## config.mk

```make
export PLATFORM = sky130hd
export DESIGN_NAME = clamp_pulse_gen
export DESIGN_NICKNAME = d
export VERILOG_FILES = /design/src/rtl/clamp_pulse_gen.sv
export SDC_FILE = /design/constraint.sdc
export NUM_CORES = 1
export LEC_CHECK = 0
export ABC_AREA = 0
export BUFFER_PORTS_ARGS = -buffer_cell sky130_fd_sc_hd__clkbuf_2
export CAP_MARGIN = 20
export CORE_ASPECT_RATIO = 0.75
export CORE_MARGIN = 5
export CORE_UTILIZATION = 48
export DETAILED_ROUTE_END_ITERATION = 6
export GPL_TIMING_DRIVEN = 0
export PLACE_DENSITY = 0.74
export SYNTH_ARGS = -nofsm -noshare
export SYNTH_HDL_FRONTEND = slang
export SYNTH_SLANG_ARGS = --single-unit
```

## constraint.sdc

```tcl
create_clock -name clk -period 1.7 [get_ports clk]
set_input_delay 0.51 -clock clk [delete_from_list [all_inputs] [get_ports clk]]
set_output_delay 0.51 -clock clk [all_outputs]
set_load 0.1 [all_outputs]
```

## src/rtl/clamp_pulse_gen.sv

```systemverilog
module clamp_pulse_gen #(
  parameter int PLACE_W = 8,
  parameter int DUR_W   = 8
) (
  input  logic               clk,
  input  logic               rst_n,
  input  logic               hsync_in,
  input  logic               hsync_neg,
  input  logic               ext_clamp_in,
  input  logic               ext_inv,
  input  logic               use_ext,
  input  logic [PLACE_W-1:0] place_cfg,
  input  logic [DUR_W-1:0]   dur_cfg,
  output logic               clamp_out
);
  localparam int CNT_W = (PLACE_W > DUR_W) ? PLACE_W : DUR_W;

  typedef enum logic [1:0] {ST_IDLE, ST_WAIT, ST_ACT} st_t;

  st_t              state;
  logic [CNT_W-1:0] cnt;
  logic [DUR_W-1:0] dur_hold;
  logic             hs_r, hs_rr;
  logic             trail, cnt_last, in_wait, clamp_int;

  always_ff @(posedge clk or negedge rst_n)
    if (!rst_n) begin
      hs_r  <= 1'b0;
      hs_rr <= 1'b0;
    end else begin
      hs_r  <= hsync_in ^ hsync_neg;
      hs_rr <= hs_r;
    end

  assign trail     = hs_rr & ~hs_r;
  assign cnt_last  = (cnt == CNT_W'(1));
  assign in_wait   = (state == ST_WAIT);
  assign clamp_int = (state == ST_ACT);

  always_ff @(posedge clk or negedge rst_n)
    if (!rst_n) begin
      state    <= ST_IDLE;
      cnt      <= '0;
      dur_hold <= '0;
    end else if (trail) begin
      dur_hold <= dur_cfg;
      if (dur_cfg == '0) begin
        state <= ST_IDLE;
        cnt   <= '0;
      end else if (place_cfg == '0) begin
        state <= ST_ACT;
        cnt   <= CNT_W'(dur_cfg);
      end else begin
        state <= ST_WAIT;
        cnt   <= CNT_W'(place_cfg);
      end
    end else begin
      case (state)
        ST_WAIT:
          if (cnt_last) begin
            state <= ST_ACT;
            cnt   <= CNT_W'(dur_hold);
          end else cnt <= cnt - 1'b1;
        ST_ACT:
          if (cnt_last) begin
            state <= ST_IDLE;
            cnt   <= '0;
          end else cnt <= cnt - 1'b1;
        default: cnt <= '0;
      endcase
    end

  assign clamp_out = use_ext ? (ext_clamp_in ^ ext_inv) : clamp_int;
endmodule


```

Word-level counts from Yosys, hierarchy flattened
Cells that the tools add are included.
{ "totals": {"reg_bits": 20, "in_bits": 23, "out_inout_bits": 1, "wordCells": 32} }
{ "classes": {"add_sub_neg": 1, "eq_ne": 5, "mux": 13, "n_bitwise": 4, "reduce_logical": 4} }
{ "op_table": {"columns": ["op", "count"], "rows": [
  ["2-to-1 mux 8 bit", 5],
  ["logical NOT 8 bit", 2],
  ["one-hot mux 8 bit (2 select lines)", 1],
  ["2-to-1 mux 2 bit", 5],
  ["== test 8 x 1 -> 1 bit (second input constant)", 1],
  ["subtractor 8 x 1 -> 8 bit (second input constant)", 1],
  ["!= test 3 bit (second input constant)", 2],
  ["one-hot mux 2 bit (2 select lines)", 1],
  ["AND reduction 3 bit", 1],
  ["nonzero test 3 bit", 1],
  ["== test 2 x 1 -> 1 bit (second input constant)", 1],
  ["== test 2 bit (second input constant)", 1],
  ["bitwise XOR 1 bit", 2],
  ["bitwise AND 1 bit", 1],
  ["2-to-1 mux 1 bit", 1],
  ["inverter 1 bit", 1]
]} }

Depth between registers and ports, before layout
{ "depth": {"depth_word": 4, "ltp_mapped": 8, "mapped_depth_nobuf": 6} }

Worst setup path after synthesis
Ideal clock, no wire load.
{ "synth_timing": {"kind": "register to output", "startpoint": "register state[0]", "endpoint": "output port clamp_out", "t_arrival_ps": 2146, "slack_ps": -956, "stages_incl_launch_ff": 5, "path_buffers": 0, "path_cell_list": "dfrtp_1 -> inv_1 -> ha_1 -> nor2_1 -> a21oi_1"} }
{ "synth_via": {"elab_chain_len": 2} }
{ "synth_rtl": {"columns": ["element", "line", "source"], "rows": [
  ["from (decl)", "20", "st_t state;"],
  ["from (signal assigned)", "42", "state <= ST_IDLE;"],
  ["from (signal assigned)", "48", "state <= ST_IDLE;"],
  ["from (signal assigned)", "51", "state <= ST_ACT;"],
  ["== test 2 bit", "38", "assign clamp_int = (state == ST_ACT);"],
  ["2-to-1 mux 1 bit", "73", "assign clamp_out = use_ext ? (ext_clamp_in ^ ext_inv) : clamp_int;"],
  ["to (decl)", "14", "output logic clamp_out"]
]} }
Every way passes these cells.

Final worst setup path
Ends and elaborated chain as after synthesis.

==> flow_summary.ini <==
[routing]
drt-wirelength-per-cell_um = 16.0
drt-total-wl_um = 3270
drc = 0
drt-pass1-iter-count = 4
drt_iter0_markers = 86
drtAntennaViolNets = 0
routed_via_density = 5.80
vias = 1184

[cts]
clockBufferDepth = 2
cts_tree = done
clockRootBuffer = clkbuf_4
htreeDepth = 1
cts.sink_count = 20
clk_pin_slew_ns = 0.12
hold_buffers = 0
clock_latency_ns = 0.30
cts_buffers = 3

[floorplanning]
row_count = 15
core_um2 = 2310
dieArea_um2 = 3540
die_h_um = 52.8
start_util_pct = 50.8
die_w_um = 67.1
io_pins = 24

[timing]
hold_viol = 0
worstMarginPinSlew_ns = 0.495
min_period_over_period_pct = 107
fin_worst_skew_ns = 0.00757
fin_crit_ns = 1.81
fmax_mhz = 551
timing.hold.ws_ns = 0.145
fin_ws_ns = -0.113
slew_headroom_pct = 67.0
rsz0062_at_grt = yes
setup_viol = 7
drv_slew = 0

[synthesis]
synth_seq_cells = 20
ys.flop_type = dfrtp_1
syn-cell-area_um2 = 1170
syn_inst = 133
async_reset_ff_share_pct = 100
postSynthNetCount = 160
avgSynthCellArea_um2 = 8.82
ys_types = 34
ys_seq_area_share_pct = 42.6
synth-edff-count = 0
yosysWarningCount = 0

[grt]
grt_pass1_wl_um = 5430
grt_max_degree = 21
grt_overflow = 0
grt_pass1_vias = 1203
antenna_found_initial = 0
grtUsageTotal_pct = 20.3

[placed_design]
dpl.hpwl_um = 2280
dp.cells = 190
dp_slack_ns = -0.278
routabilityCongestion = 0.868
placedInstanceArea_um2 = 1370
port_buffers = 23

[final_layout]
antenna_cells = 0
num-nets-final = 198
ff_latch_area_um2 = 503
area_growth_pct = 40.2
fillCellCount = 179
finalInstanceArea_um2 = 1650
drive_gt1_share_pct = 35.3
post-route-util_pct = 71.3
multiInputGateArea_um2 = 766
stdcell_count = 204

[setup_path]
startpoint_type = flip-flop
worstSetupEndpointType = output port
required_ns = 1.19
critical_path_arrival_ns = 1.30
worstSetupPathType = reg -> out
crit_path_max_fanout = 2

[power_and_ir_drop]
peakVddDrop_mv = 1.03
p_leak_uw = 0.000752
power.density_nw_per_um2 = 1670

[min_path]
hp-class = in -> async

[run_status]
failed_checks = setup timing
status = finished, violations left

[flow_run]
maxCapViolCount = 0
-- final timing paths --
| path | slack (ns) | from | end | depth (start not counted) |
|---|---|---|---|---|
| worst max-delay path | -0.11 | state[0] | clamp_out | 5 |
| worst min-delay path | 0.14 | rst_n | hs_rr | 1 |
| worst max register to register | -0.09 | cnt[2] | cnt[6] | 5 |
| worst min register to register | 0.43 | hs_r | hs_rr | 0 |
| max in group asynchronous | 1.19 | rst_n | cnt[0] | 1 |
| min in group clk | 0.38 | hsync_in | hs_r | 2 |
-- where the power goes --
group	switching, uW	internal (uW)
logic	794	757
registers	173	626
clock network	151	238
-- per-layer routing --
layer	global-route usage, %	vias up	wire, um
li1	-	557	-
met1	27.6	579	1540
met2	33.0	46	1520
met3	3.22	2	200
met4	6.40	0	14
met5	0	-	0
-- state kept, by name (all words and copies together), names as in the netlist --
| register | count |
|---|---|
| hs_r | 1 |
| hs_rr | 1 |
| cnt | 8 |
| dur_hold | 8 |
| state | 2 |
-- worst max-delay path: stages (launching register included) --
cell       delay, ns
dfrtp_1         0.41
inv_2           0.08
ha_4            0.14
nor2_4          0.04
a21oi_4         0.12
clkbuf_16       0.21
-- metrics by stage --
step	TNS [ns]	power (uW)
floorplan	-0.0189	1600
global placement	-2.19	1820
detailed placement	-2.43	1860
CTS	-0.101	2500
global route	-0.814	2900
finish	-0.331	2740
-- cell usage in the layout, fill, tap and decap left out, types with 4 or more instances in the layout --
cell type / instances
a21o_1: 4
a21oi_1: 8
buf_4: 9
clkbuf_2: 22
dfrtp_1: 18
inv_1: 7
nand2_1: 25
nand4_1: 4
nor2_1: 6
o22ai_1: 4
-- cell usage after synthesis (all sizes together) (3+ instances only) --
library cell  count  area (um^2)
a21o              4         30.0
a21oi             9         45.0
a31oi             3         18.8
clkbuf            5         18.8
dfrtp            20          500
ha                4         50.1
inv               8         30.0
nand2            25         93.8
nand4             4         25.0
nor2              7         26.3
nor3              3         26.3
nor4              5         31.3
o21ai             4         20.0
o22ai             4         25.0
xnor2             3         26.3
-- timing repair --
action	4_1_cts	5_1_grt
buffers inserted	7	4
endpoints found under the setup margin	11	11
pin swaps	2	8
resized for setup	17	13
endpoints found under the hold margin	0	0
-- area by class of cell --
type                    instances  area share [%]
well taps                      34            2.59
inverters                       8            1.83
repair buffers                 34            13.7
flip-flops and latches         20            30.6
clock inverters                 1            1.83
plain buffers                   4            1.60
multi-input cells             100            46.5
clock buffers                   3            1.37
-- logic make-up after synthesis --
group	after synthesis	synth area share, %
fa+ha+maj	4	4.26
simple gates	54	23.8
buf+inv	13	4.16
flops	20	42.6
mux	1	0.853
xor+xnor	5	3.73
compound gates	36	20.6
Note: power is estimated with default switching activity, not from simulation.
